`config.mk`:
```
export PLATFORM = sky130hd
export DESIGN_NAME = pirq_ctrl
export DESIGN_NICKNAME = d
export VERILOG_FILES = /design/src/rtl/pirq_pkg.sv /design/src/rtl/pirq_flag_bank.sv /design/src/rtl/pirq_cfg_regs.sv /design/src/rtl/pirq_arbiter.sv /design/src/rtl/pirq_ctrl.sv
export SDC_FILE = /design/constraint.sdc
export NUM_CORES = 1
export LEC_CHECK = 0
export BUFFER_PORTS_ARGS = -buffer_cell sky130_fd_sc_hd__buf_2
export CAP_MARGIN = 20
export CELL_PAD_IN_SITES_DETAIL_PLACEMENT = 1
export CELL_PAD_IN_SITES_GLOBAL_PLACEMENT = 1
export CORE_MARGIN = 5
export CORE_UTILIZATION = 43
export CTS_CLUSTER_SIZE = 14
export DETAILED_ROUTE_END_ITERATION = 16
export PLACE_DENSITY_LB_ADDON = 0.1
export SLEW_MARGIN = 20
export SYNTH_ARGS = -nofsm -noshare
export SYNTH_HDL_FRONTEND = slang
export SYNTH_SLANG_ARGS = --single-unit
```
`constraint.sdc`:
```
create_clock -name clk -period 2.2 [get_ports clk]
set_clock_uncertainty 0.15 [all_clocks]
set_input_delay 0 -clock clk [delete_from_list [all_inputs] [get_ports clk]]
set_output_delay 0 -clock clk [all_outputs]
set_load 0.01 [all_outputs]
```
`src/rtl/pirq_pkg.sv`:
```
package pirq_pkg;

    localparam int unsigned BANK_W = 8;
    localparam int unsigned ADDR_W = 4;
    localparam int unsigned MAX_BANKS = 4;

    typedef enum logic [1:0] {
        GRP_FLAG = 2'd0,
        GRP_EN   = 2'd1,
        GRP_PRI  = 2'd2,
        GRP_CTL  = 2'd3
    } reg_grp_e;

    // bit 2 mode, bit 1 peripheral enable, bit 0 global enable
    typedef struct packed {
        logic prio_mode;
        logic per_en;
        logic glb_en;
    } ctl_t;

    typedef struct packed {
        logic hi;
        logic lo;
        logic vec;
    } irq_t;

    function automatic reg_grp_e addr_grp(input logic [ADDR_W-1:0] a);
        return reg_grp_e'(a[3:2]);
    endfunction

    function automatic logic [1:0] addr_bank(input logic [ADDR_W-1:0] a);
        return a[1:0];
    endfunction

    function automatic logic ctl_hit(input logic [ADDR_W-1:0] a);
        return (addr_grp(a) == GRP_CTL) && (addr_bank(a) == 2'd0);
    endfunction

endpackage

```
`src/rtl/pirq_flag_bank.sv`:
```
module pirq_flag_bank #(
    parameter int unsigned W = 8
) (
    input  logic         clk,
    input  logic         rst,
    input  logic [W-1:0] set_evt,
    input  logic         clr_we,
    input  logic [W-1:0] clr_mask,
    output logic [W-1:0] flags
);

    logic [W-1:0] clr_eff;

    always_comb begin
        clr_eff = clr_we ? clr_mask : '0;
    end

    // set after clear: an event in the clearing cycle survives
    always_ff @(posedge clk) begin
        if (rst) begin
            flags <= '0;
        end else begin
            flags <= (flags & ~clr_eff) | set_evt;
        end
    end

    p_set_wins_r4: assert property (@(posedge clk) disable iff (rst)
        (|set_evt) |=> ((flags & $past(set_evt)) == $past(set_evt)));

    p_no_hw_clear_r5: assert property (@(posedge clk) disable iff (rst)
        (!clr_we) |=> ((flags & $past(flags)) == $past(flags)));

endmodule

```
`src/rtl/pirq_cfg_regs.sv`:
```
module pirq_cfg_regs
    import pirq_pkg::*;
#(
    parameter int unsigned NUM_BANKS = 3,
    localparam int unsigned NSRC = NUM_BANKS * BANK_W
) (
    input  logic              clk,
    input  logic              rst,
    input  logic              wr_en,
    input  logic [ADDR_W-1:0] wr_addr,
    input  logic [BANK_W-1:0] wr_data,
    output logic [NSRC-1:0]   en_vec,
    output logic [NSRC-1:0]   pri_vec,
    output ctl_t              ctl
);

    for (genvar b = 0; b < NUM_BANKS; b++) begin : g_bank
        logic hit_en, hit_pri;

        always_comb begin
            hit_en  = wr_en && (addr_grp(wr_addr) == GRP_EN)  && (addr_bank(wr_addr) == 2'(b));
            hit_pri = wr_en && (addr_grp(wr_addr) == GRP_PRI) && (addr_bank(wr_addr) == 2'(b));
        end

        always_ff @(posedge clk) begin
            if (rst) begin
                en_vec[b*BANK_W +: BANK_W]  <= '0;
                pri_vec[b*BANK_W +: BANK_W] <= '0;
            end else begin
                if (hit_en)  en_vec[b*BANK_W +: BANK_W]  <= wr_data;
                if (hit_pri) pri_vec[b*BANK_W +: BANK_W] <= wr_data;
            end
        end
    end

    always_ff @(posedge clk) begin
        if (rst) begin
            ctl <= '0;
        end else if (wr_en && ctl_hit(wr_addr)) begin
            ctl <= ctl_t'(wr_data[2:0]);
        end
    end

    p_cfg_hold_r6: assert property (@(posedge clk) disable iff (rst)
        (!wr_en) |=> $stable({en_vec, pri_vec, ctl}));

    p_ctl_hold_r11: assert property (@(posedge clk) disable iff (rst)
        (wr_en && (addr_grp(wr_addr) == GRP_CTL) && (addr_bank(wr_addr) != 2'd0))
        |=> $stable(ctl));

endmodule

```
`src/rtl/pirq_arbiter.sv`:
```
module pirq_arbiter
    import pirq_pkg::*;
#(
    parameter int unsigned NSRC = 24
) (
    input  logic            clk,
    input  logic            rst,
    input  logic [NSRC-1:0] flags,
    input  logic [NSRC-1:0] en_vec,
    input  logic [NSRC-1:0] pri_vec,
    input  ctl_t            ctl,
    output irq_t            irq
);

    logic [NSRC-1:0] pend;
    logic            any_pend, any_hi, any_lo;

    always_comb begin
        pend     = flags & en_vec;
        any_pend = |pend;
        any_hi   = |(pend & pri_vec);
        any_lo   = |(pend & ~pri_vec);
    end

    always_comb begin
        irq = '0;
        if (ctl.prio_mode) begin
            irq.hi = ctl.glb_en && any_hi;
            irq.lo = ctl.glb_en && ctl.per_en && any_lo;
        end else begin
            irq.hi = ctl.glb_en && ctl.per_en && any_pend;
            irq.lo = 1'b0;
        end
        irq.vec = irq.hi;
    end

    p_lo_off_single_r7: assert property (@(posedge clk) disable iff (rst)
        (!ctl.prio_mode) |-> (!irq.lo));

    p_hi_needs_global_r8: assert property (@(posedge clk) disable iff (rst)
        irq.hi |-> (ctl.glb_en && (|flags)));

    p_lo_needs_gates_r9: assert property (@(posedge clk) disable iff (rst)
        irq.lo |-> (ctl.glb_en && ctl.per_en && ctl.prio_mode && (|(flags & en_vec))));

    p_no_req_no_flag_r2: assert property (@(posedge clk) disable iff (rst)
        (flags == '0) |-> (!irq.hi && !irq.lo));

endmodule

```
`src/rtl/pirq_ctrl.sv`:
```
module pirq_ctrl
    import pirq_pkg::*;
#(
    parameter int unsigned NUM_BANKS = 3,
    localparam int unsigned NSRC = NUM_BANKS * BANK_W
) (
    input  logic              clk,
    input  logic              rst,
    input  logic [NSRC-1:0]   src_evt,
    input  logic              sw_wr,
    input  logic [ADDR_W-1:0] sw_addr,
    input  logic [BANK_W-1:0] sw_wdata,
    output logic [BANK_W-1:0] sw_rdata,
    output logic              irq_hi,
    output logic              irq_lo,
    output logic              vec_sel
);

    logic [NSRC-1:0] flags;
    logic [NSRC-1:0] en_vec;
    logic [NSRC-1:0] pri_vec;
    ctl_t            ctl;
    irq_t            irq;

    for (genvar b = 0; b < NUM_BANKS; b++) begin : g_flag
        logic clr_we;

        always_comb begin
            clr_we = sw_wr && (addr_grp(sw_addr) == GRP_FLAG) && (addr_bank(sw_addr) == 2'(b));
        end

        pirq_flag_bank #(.W(BANK_W)) u_bank (
            .clk      (clk),
            .rst      (rst),
            .set_evt  (src_evt[b*BANK_W +: BANK_W]),
            .clr_we   (clr_we),
            .clr_mask (sw_wdata),
            .flags    (flags[b*BANK_W +: BANK_W])
        );
    end

    pirq_cfg_regs #(.NUM_BANKS(NUM_BANKS)) u_cfg (
        .clk     (clk),
        .rst     (rst),
        .wr_en   (sw_wr),
        .wr_addr (sw_addr),
        .wr_data (sw_wdata),
        .en_vec  (en_vec),
        .pri_vec (pri_vec),
        .ctl     (ctl)
    );

    pirq_arbiter #(.NSRC(NSRC)) u_arb (
        .clk     (clk),
        .rst     (rst),
        .flags   (flags),
        .en_vec  (en_vec),
        .pri_vec (pri_vec),
        .ctl     (ctl),
        .irq     (irq)
    );

    always_comb begin
        sw_rdata = '0;
        for (int b = 0; b < NUM_BANKS; b++) begin
            if (addr_bank(sw_addr) == 2'(b)) begin
                case (addr_grp(sw_addr))
                    GRP_FLAG: sw_rdata = flags[b*BANK_W +: BANK_W];
                    GRP_EN:   sw_rdata = en_vec[b*BANK_W +: BANK_W];
                    GRP_PRI:  sw_rdata = pri_vec[b*BANK_W +: BANK_W];
                    default:  sw_rdata = '0;
                endcase
            end
        end
        if (ctl_hit(sw_addr)) begin
            sw_rdata = {{(BANK_W-3){1'b0}}, ctl};
        end
    end

    always_comb begin
        irq_hi  = irq.hi;
        irq_lo  = irq.lo;
        vec_sel = irq.vec;
    end

    p_vec_high_r10: assert property (@(posedge clk) disable iff (rst)
        (irq_hi && irq_lo) |-> vec_sel);

    p_vec_low_r10: assert property (@(posedge clk) disable iff (rst)
        (!irq_hi) |-> (!vec_sel));

endmodule

```
Word level (Yosys, flattened, before mapping) --
Cells that the tools add are included. Widths: inputs -> output; s select.
Word-level totals: memory bits (read-only) 0, bits in latches 0, memories kept 0, bits in registers 75, word-level logic and storage cells 64, memory bits (writable) 0
Cells by class: divide/modulo/power cells 0, reductions and logical operators 23, shifts and indexed selects 0, bitwise gates (word level) 13, muxes and demuxes 11, add/sub/neg operators 0, multiply operators 0, order comparisons 0, equal/unequal tests 5
Operator list (count):
- $and 24x24->24 | 3
- $pmux 8 s3 | 3
- $reduce_or 24->1 | 3
- $mux 8 | 7
- $and 8x8->8 | 3
- $not 24->24 | 1
- $not 8->8 | 3
- $or 8x8->8 | 3
- $logic_and 1x1->1 | 18
- $eq 2x2->1 const B | 3
- $eq 2x1->1 const B | 2
- $logic_not 2->1 | 2
- $mux 2 | 1

Logic depth before layout (Yosys ltp) --
Gate-level depths: netlist of the first run.
depth after elaboration 7, gate-level depth with buffers 8

By module --
A second synthesis of the first run with hierarchy kept.
Second synthesis, totals: cell total of the unflattened synthesis 477, area total of the unflattened synthesis 4332.9 um2
By module, submodules not included:
- pirq_cfg_regs | sequential area each 1021.0 um2, cells each 182, area each 2034.5 um2, instances 1
- pirq_flag_bank | sequential area each 160.2 um2, cells each 34, area each 359.1 um2, instances 3
- pirq_ctrl | sequential area each 0.0 um2, cells each 105, area each 767.0 um2, instances 1
- pirq_arbiter | sequential area each 0.0 um2, cells each 88, area each 454.2 um2, instances 1

Worst setup path after synthesis of the first run --
OpenSTA, ideal clock, no wires.
kind reg-to-output, start point register g_flag[1].u_bank.flags[3], end point output vec_sel, stages on the path, launching flop included 7, buffers on the path 1, arrival 1.600 ns, required time 2.050 ns, slack 0.450 ns, path through dfxtp_1 > nand3_1 > nand4_1 > or4_1 > o41ai_1 > a21oi_1 > buf_4
Between the ends: longest elaborated chain between the ends 5, elaborated cells on any way between the ends 7
RTL lines:
- start: declaration | RTL line pirq_flag_bank.sv:9 | output logic [W-1:0] flags
- start signal: assignment | RTL line pirq_flag_bank.sv:23 | flags <= (flags & ~clr_eff) | set_evt;
- $and 24x24->24 * | RTL line pirq_arbiter.sv:19 | pend = flags & en_vec;
- $and 24x24->24 | RTL line pirq_arbiter.sv:21 | any_hi = |(pend & pri_vec);
- $reduce_or 24->1 | RTL line pirq_arbiter.sv:21
- $logic_and 1x1->1 | RTL line pirq_arbiter.sv:28 | irq.hi = ctl.glb_en && any_hi;
- $mux 2 * | RTL line pirq_arbiter.sv:27 | if (ctl.prio_mode) begin
- end: declaration | RTL line pirq_ctrl.sv:16 | output logic vec_sel
Mark *: on every way between the ends. The rest lies on a longest branch, timed or not.

Worst setup path in the final report of the first run --
start point register g_flag[2].u_bank.flags[3], end point output irq_hi
Between the ends: longest elaborated chain between the ends 5, elaborated cells on any way between the ends 7
RTL lines:
- start: declaration | RTL line pirq_flag_bank.sv:9
- start signal: assignment | RTL line pirq_flag_bank.sv:23
- $and 24x24->24 * | RTL line pirq_arbiter.sv:19
- $and 24x24->24 | RTL line pirq_arbiter.sv:21
- $reduce_or 24->1 | RTL line pirq_arbiter.sv:21
- $logic_and 1x1->1 | RTL line pirq_arbiter.sv:28
- $mux 2 * | RTL line pirq_arbiter.sv:27
- end: declaration | RTL line pirq_ctrl.sv:14 | output logic irq_hi,
Marked as above.

==> results.json, run 1 <==
{
  "status": "finished, violations left",
  "synth_edf_count": 0,
  "end_kind": "output pin",
  "crit_type": "register to output pin",
  "register_area_sq_mm": 0.00153,
  "postRouteAntennaNets": 0,
  "htreeDepth": 3,
  "hold_path.class": "primary input to register",
  "drive_gt1_frac": 0.211,
  "final_cells": 728,
  "cts.path.max_buffers": 2,
  "cts_tree": "built",
  "synth.avg_cell_area_sq_um": 7.96,
  "tns_ns": -0.0685,
  "setup_viol": 2,
  "synth_commonest_cells": "82 x nor2_1, 75 x dfxtp_1, 67 x nand2_1",
  "synth.most_common_cell": "nor2_1",
  "drv_cap": 0,
  "setup_slack_ns": -0.0344,
  "numCtsBuffers": 9,
  "crit_chain": "nand3_2 > nand4_1 > or4_4 > o41ai_4 > a21oi_2 > buf_2",
  "fin_util": 0.610,
  "grt_max_degree": 76,
  "first_iter_violations": 233,
  "path_max_fanout": 4,
  "fp.dieW_um": 105,
  "multiInputGateArea_sq_mm": 0.00233,
  "powerDensity_mw_per_mm2": 567,
  "clk_latency_ns": 0.36,
  "synth-seq-cells": 75,
  "worstPathArrival_ns": 2.08,
  "syn_to_final_growth_pct": 37.4,
  "gp_congestion": 0.934,
  "drv_slew": 0,
  "port_buffers": 49,
  "num_io_pins": 50,
  "final_nets": 654,
  "synthCells": 491,
  "cp_slowest_stage_delay_ns": 0.58,
  "yosys.cell_types.count": 35,
  "clkTransAtPathRegs_ns": 0.09,
  "num-fill-cells": 1058,
  "finalInstanceArea_sq_mm": 0.00537,
  "yosys_warnings": 0,
  "yosys_most_used_dff": "dfxtp_1",
  "grt_pass1_vias": 4433,
  "critPathLaunchType": "register",
  "place_area_sq_mm": 0.00431,
  "timing.fmax_mhz": 448,
  "synthArstFlopShare": 0,
  "start_util": 0.444,
  "p_leak_uw": 0.00214,
  "yosysTopAreaCell": "dfxtp_1",
  "first_pass_iters": 5,
  "antenna_found_initial": 0,
  "die_h_um": 105,
  "violations": "negative setup slack",
  "root_buffer": "clkbuf_8",
  "synth_nets": 530,
  "diodes": 0,
  "drc": 0,
  "cts.sinks": 75,
  "min_period_over_period": 1.02,
  "routed_via_density": 5.87,
  "slowest_stage": "or4_4",
  "dp_hpwl_um": 10400,
  "vias": 4273,
  "routed_wl_um": 15500,
  "ys_top_cells_by_area": "dfxtp_1 38%, mux2i_1 16%, nor2_1 7.9%",
  "syn_area_sq_mm": 0.00391,
  "relSlewSlack": 0.646,
  "core_sq_mm": 0.00881,
  "period_minus_slack_ns": 2.23,
  "yosysSeqAreaShare": 0.384,
  "hold_violations": 0,
  "dieArea_sq_mm": 0.0111,
  "rsz0062_at_grt": "yes",
  "grt_overflow": 0,
  "tightest_slew_ns": 0.531,
  "rows": 34,
  "place_inst": 636,
  "grt_usage": 0.276,
  "grt_first_pass_wirelength_um": 23900,
  "worstPathRequired_ns": 2.05,
  "synth_top_area_frac": 0.384,
  "routedWlPerCell_um": 21.3,
  "vdd_drop_max_mv": 0.437
}
-- area by class of cell --
| type | instances | area share |
|---|---|---|
| inverter | 2 | 0.00140 |
| sequential | 75 | 0.285 |
| clock inverter | 6 | 0.0133 |
| tap | 108 | 0.0252 |
| multi-input combinational | 382 | 0.433 |
| clock buffer | 10 | 0.0238 |
| timing repair buffer | 145 | 0.218 |
-- metrics by stage --
| step | total power, uW | worst slack [ns] | hold WS, ns |
|---|---|---|---|
| global route | 3160 | -0.0735 | 0.0854 |
| detailed placement | 1830 | 0.303 | 0.0646 |
| finish | 3050 | -0.0344 | 0.0775 |
| floorplan | 1680 | 0.450 | -0.0326 |
| CTS | 3040 | 0.0417 | 0.0523 |
| global placement | 1820 | 0.297 | 0.0525 |
-- cell families (layout without fill, tap and decap cells) --
| kind of cell | after synthesis | in the layout | share of synthesized area |
|---|---|---|---|
| AOI/OAI and AO/OA | 92 | 92 | 0.130 |
| buffers and inverters | 34 | 163 | 0.0378 |
| and+or+nand+nor | 226 | 226 | 0.284 |
| DFF | 75 | 75 | 0.384 |
| muxes | 64 | 64 | 0.164 |
-- metal layers --
metal  GRT usage  vias to the layer above  wire, um
li1            -                     1968         -
met1       0.329                     2105      6310
met2       0.488                      167      7720
met3      0.0666                       33      1060
met4      0.0843                        0       420
met5           0                        -         0
-- sequential cells by signal, indices dropped and copies added, names as in the netlist --
name and flops:
u_cfg.en_vec 24, u_cfg.ctl 3, u_cfg.pri_vec 24, g_flag.u_bank.flags 24
-- worst max-delay path: cells and delay by family (launching register included) --
| family | cells | cell delay [ns] |
|---|---|---|
| AOI/OAI and AO/OA | 2 | 0.41 |
| DFF | 1 | 0.36 |
| and+or+nand+nor | 3 | 0.80 |
| buffers and inverters | 1 | 0.15 |
-- report_power, final --
part / internal [uW] / switching [uW]
clock: 535 / 579
combinational: 238 / 245
sequential: 1400 / 49.4
total: 2170 / 873
-- layout by cell type, fill, tap and decap left out, drive strengths merged, types with 11 or more instances in the layout --
cell type    Yosys  routed
nor2            86      86
dfxtp           75      75
dlygate4sd3      0      73
buf             15      71
nand2           67      67
mux2i           64      64
a21oi           43      43
nand3           29      29
o21ai           24      24
o22ai           18      18
nand4           13      13
clkbuf          17      11
-- path summary, 6_finish.rpt --
path | to | depth (start not counted) | slack (ns) | startpoint
worst max-delay path | irq_hi | 6 | -0.03 | g_flag[2].u_bank.flags[3]
worst min-delay path | u_cfg.ctl[0] | 5 | 0.08 | sw_addr[3]
worst max register to register | g_flag[2].u_bank.flags[6] | 5 | 0.19 | g_flag[2].u_bank.flags[6]
worst min register to register | u_cfg.en_vec[7] | 2 | 0.40 | u_cfg.en_vec[7]
-- what timing repair did --
action,CTS,global route
hold buffers,73,0
setup endpoints to repair,2,15
gates resized for setup,3,35
endpoints found under the hold margin,75,0
buffers inserted,0,3
pin swaps,2,5
Power figures use the tool's default switching activity.
==> run 2, diff against run 1 <==
- MAX_ROUTING_LAYER: not set -> met4
==> results.json, run 2 (synthesis results as in run 1) <==
{
  "diodes": 0,
  "clk_latency_ns": 0.36,
  "hold_path.class": "primary input to register",
  "vdd_drop_max_mv": 0.437,
  "rsz0062_at_grt": "yes",
  "finalInstanceArea_sq_mm": 0.00537,
  "min_period_over_period": 1.01,
  "dp_hpwl_um": 10400,
  "clkTransAtPathRegs_ns": 0.09,
  "postRouteAntennaNets": 0,
  "end_kind": "output pin",
  "setup_slack_ns": -0.0233,
  "timing.fmax_mhz": 450,
  "p_leak_uw": 0.00214,
  "numCtsBuffers": 9,
  "status": "finished, violations left",
  "vias": 4272,
  "final_nets": 654,
  "start_util": 0.444,
  "first_pass_iters": 5,
  "period_minus_slack_ns": 2.22,
  "cts.sinks": 75,
  "drv_cap": 0,
  "violations": "negative setup slack",
  "reg2reg_setup_slack_ns": 0.19,
  "routed_wl_um": 15400,
  "dieArea_sq_mm": 0.0111,
  "grt_max_degree": 76,
  "path_max_fanout": 4,
  "worstPathRequired_ns": 2.05,
  "fp.dieW_um": 105,
  "crit_path_start": "g_flag[2].u_bank.flags[3]",
  "endpoint": "irq_hi",
  "hp-start": "sw_addr[3]",
  "crit_type": "register to output pin",
  "rows": 34,
  "grt_usage": 0.283,
  "reg.largest.list": "g_flag.u_bank.flags x24, u_cfg.en_vec x24, u_cfg.pri_vec x24",
  "worstPathArrival_ns": 2.07,
  "num-fill-cells": 1058,
  "setup_viol": 2,
  "critPathLaunchType": "register",
  "drc": 0,
  "syn_to_final_growth_pct": 37.4,
  "port_buffers": 49,
  "gp_congestion": 0.951,
  "root_buffer": "clkbuf_8",
  "r2r_start": "g_flag[2].u_bank.flags[6]",
  "drv_slew": 0,
  "routedWlPerCell_um": 21.2,
  "num_io_pins": 50,
  "grt_overflow": 0,
  "core_sq_mm": 0.00881,
  "total_power_uw": 3050,
  "drive_gt1_frac": 0.211,
  "hold_violations": 0,
  "routed_via_density": 5.87,
  "worstReg2RegEnd": "g_flag[2].u_bank.flags[6]",
  "htreeDepth": 3,
  "die_h_um": 105,
  "powerDensity_mw_per_mm2": 568,
  "tightest_slew_ns": 0.532,
  "pre_cts_ws_ns": 0.303,
  "grt_first_pass_wirelength_um": 23900,
  "layout_common_cells": "82 x nor2_1, 73 x dlygate4sd3_1, 67 x nand2_1, 64 x mux2i_1, 54 x dfxtp_1",
  "place_area_sq_mm": 0.00431,
  "antenna_found_initial": 0,
  "r2r_cells": 5,
  "final_common_cell": "nor2_1",
  "relSlewSlack": 0.645,
  "cts.path.max_buffers": 2,
  "cts_tree": "built",
  "grt_pass1_vias": 4433,
  "first_iter_violations": 242,
  "tns_ns": -0.0463
}
==> run 2: through the flow <==
stage	instances	util	hold slack, ns
2_1_floorplan	491	-	-0.0326
3_3_place_gp	636	0.490	0.0525
3_5_place_dp	636	0.490	0.0646
4_1_cts	725	0.597	0.0523
5_1_grt	728	0.610	0.0910
6_report	728	0.610	0.0784
==> run 2: where the power goes <==
group	leakage [uW]	internal (uW)	total (uW)	switching (uW)
Clock	0.0000935	535	1120	584
Sequential	0.000621	1400	1450	49.5
Combinational	0.00143	238	483	245
Total	0.00214	2170	3050	878
==> run 2: critical path, cell delays in order (launching register included) <==
cell,delay [ns]
dfxtp_2,0.36
nand3_2,0.09
nand4_1,0.15
or4_4,0.57
o41ai_4,0.32
a21oi_2,0.09
buf_2,0.15
==> run 2: worst min-delay path by stage <==
stage	end	slack, ns	depth (start not counted)
after global placement	g_flag[0].u_bank.flags[3]	0.05	3
after global routing	u_cfg.ctl[0]	0.09	5
after CTS	u_cfg.ctl[2]	0.05	5
after detailed placement	g_flag[0].u_bank.flags[4]	0.06	3
final	u_cfg.ctl[0]	0.08	5
after floorplan	g_flag[0].u_bank.flags[0]	-0.03	2
==> run 2: layout make-up <==
cell class	instances	area [sq um]	share of cell area
Timing Repair Buffer	145	1170	0.218
Tap cell	108	135	0.0252
Clock inverter	6	71.3	0.0133
Inverter	2	7.51	0.00140
Multi-Input combinational cell	382	2330	0.433
Clock buffer	10	128	0.0238
Sequential cell	75	1530	0.285
==> run 2: metal layers <==
metal / global-route usage / part of all wire / vias up
li1: - / - / 1970
met5: - / 0 / -
met2: 0.488 / 0.50 / 177
met3: 0.0538 / 0.066 / 34
met4: 0.0956 / 0.024 / 0
met1: 0.330 / 0.41 / 2091
==> run 2: timing repair <==
action,CTS,global route
pin swaps,2,5
hold buffers,73,0
buffers inserted,0,3
hold endpoints to repair,75,0
resized for setup,3,35
endpoints found under the setup margin,2,15
==> run 3, diff against run 2 <==
- clock period: 2.2 -> 2.5 ns (I/O delays scaled with it)
==> results.json, run 3 (synthesis results as in run 1) <==
{
  "tns_ns": 0,
  "first_iter_violations": 194,
  "routedWlPerCell_um": 20.7,
  "critPathLaunchType": "primary input",
  "numCtsBuffers": 9,
  "port_buffers": 49,
  "crit_chain": "dlygate4sd3_1 > buf_2 > nand2b_1 > nor3_2 > buf_4 > nand2_1 > a21oi_1 > dlygate4sd3_1 > nor2_1",
  "routed_wl_um": 14500,
  "hold_path.class": "primary input to register",
  "final_nets": 627,
  "die_h_um": 105,
  "clkTransAtPathRegs_ns": 0.08,
  "hold_violations": 0,
  "register_area_sq_mm": 0.00150,
  "p_leak_uw": 0.00198,
  "syn_to_final_growth_pct": 28.6,
  "cp_slowest_stage_delay_ns": 0.57,
  "num_io_pins": 50,
  "status": "completed",
  "grt_max_degree": 41,
  "period_minus_slack_ns": 2.37,
  "path_buf_inv": 4,
  "reg.largest.list": "g_flag.u_bank.flags x24, u_cfg.en_vec x24, u_cfg.pri_vec x24",
  "hold_ws_ns": 0.0277,
  "pre_cts_ws_ns": 0.560,
  "slowest_stage": "dlygate4sd3_1",
  "grt_overflow": 0,
  "layout_common_cells": "82 x nor2_1, 75 x dfxtp_1, 67 x nand2_1, 64 x mux2i_1, 58 x dlygate4sd3_1",
  "dieArea_sq_mm": 0.0111,
  "rows": 34,
  "end_kind": "register",
  "drv_slew": 0,
  "cts.path.max_buffers": 2,
  "first_pass_iters": 4,
  "postRouteAntennaNets": 0,
  "grt_first_pass_wirelength_um": 22900,
  "routed_via_density": 5.78,
  "grt_pass1_vias": 4202,
  "drv_cap": 0,
  "crit_family": "buffers and inverters",
  "setup_viol": 0,
  "start_util": 0.444,
  "dp_hpwl_um": 10200,
  "fp.dieW_um": 105,
  "htreeDepth": 3,
  "core_sq_mm": 0.00881,
  "drive_gt1_frac": 0.150,
  "path_max_fanout": 6,
  "powerDensity_mw_per_mm2": 518,
  "clk_latency_ns": 0.36,
  "drc": 0,
  "num-fill-cells": 1072,
  "worstPathRequired_ns": 2.57,
  "cts_tree": "built",
  "rsz0062_at_grt": "no",
  "worstPathArrival_ns": 2.44,
  "tightest_slew_ns": 0.718,
  "timing.fmax_mhz": 422,
  "antenna_found_initial": 0,
  "vdd_drop_max_mv": 0.306,
  "gp_congestion": 0.945,
  "root_buffer": "clkbuf_8",
  "cts.sinks": 75,
  "crit_top_cell": "dlygate4sd3_1",
  "multiInputGateArea_sq_mm": 0.00227,
  "crit_type": "primary input to register",
  "diodes": 0,
  "grt_usage": 0.273,
  "setup_slack_ns": 0.130,
  "vias": 4048,
  "relSlewSlack": 0.521,
  "min_period_over_period": 0.948,
  "final_common_cell": "nor2_1"
}
run 3: cell types whose count changed in the layout (fill, tap and decap cells not counted), sizes merged:
| cell | change |
|---|---|
| clkinv | +1 |
| inv | -2 |
| dlygate4sd3 | -15 |
| clkinvlp | -1 |
| buf | -11 |
run 3: stage by stage:
stage	std cells	total power, uW	util	instance area [sq um]
floorplan	491	1480	-	3910
global placement	627	1590	0.482	4240
detailed placement	627	1600	0.482	4240
CTS	700	2610	0.570	5020
global route	700	2710	0.571	5020
finish	700	2610	0.571	5020
run 3: path summary, 6_finish.rpt:
kind | from | depth (start not counted) | end | slack, ns
worst max-delay path | sw_wr | 9 | g_flag[1].u_bank.flags[2] | 0.13
worst min-delay path | rst | 2 | u_cfg.pri_vec[5] | 0.03
worst max register to register | g_flag[2].u_bank.flags[6] | 3 | g_flag[2].u_bank.flags[6] | 1.09
worst min register to register | u_cfg.ctl[1] | 2 | u_cfg.ctl[1] | 0.40
run 3: routing by layer:
layer / global-route usage / vias up / wire length, um
li1: - / 1919 / -
met1: 0.337 / 1951 / 6310
met2: 0.453 / 144 / 7030
met3: 0.0422 / 34 / 768
met4: 0.0956 / 0 / 373
met5: - / - / 0
run 3: cell type report:
cell class                      count  share of cell area
Inverter                            2             0.00149
Clock buffer                       11              0.0281
Multi-Input combinational cell    382               0.451
Sequential cell                    75               0.299
Tap cell                          108              0.0269
Timing Repair Buffer              118               0.183
Clock inverter                      4              0.0102
run 3: what timing repair did:
item                       in CTS  in global routing
gates resized for setup         0                  1
buffers inserted                0                  0
setup endpoints to repair       0                  2
hold buffers                   58                  0
hold endpoints to repair       75                  0
run 3: power by group:
group | switching [uW] | internal (uW) | total [uW]
Sequential | 46.1 | 1230 | 1280
Clock | 466 | 483 | 949
Combinational | 199 | 178 | 377
Total | 711 | 1890 | 2610
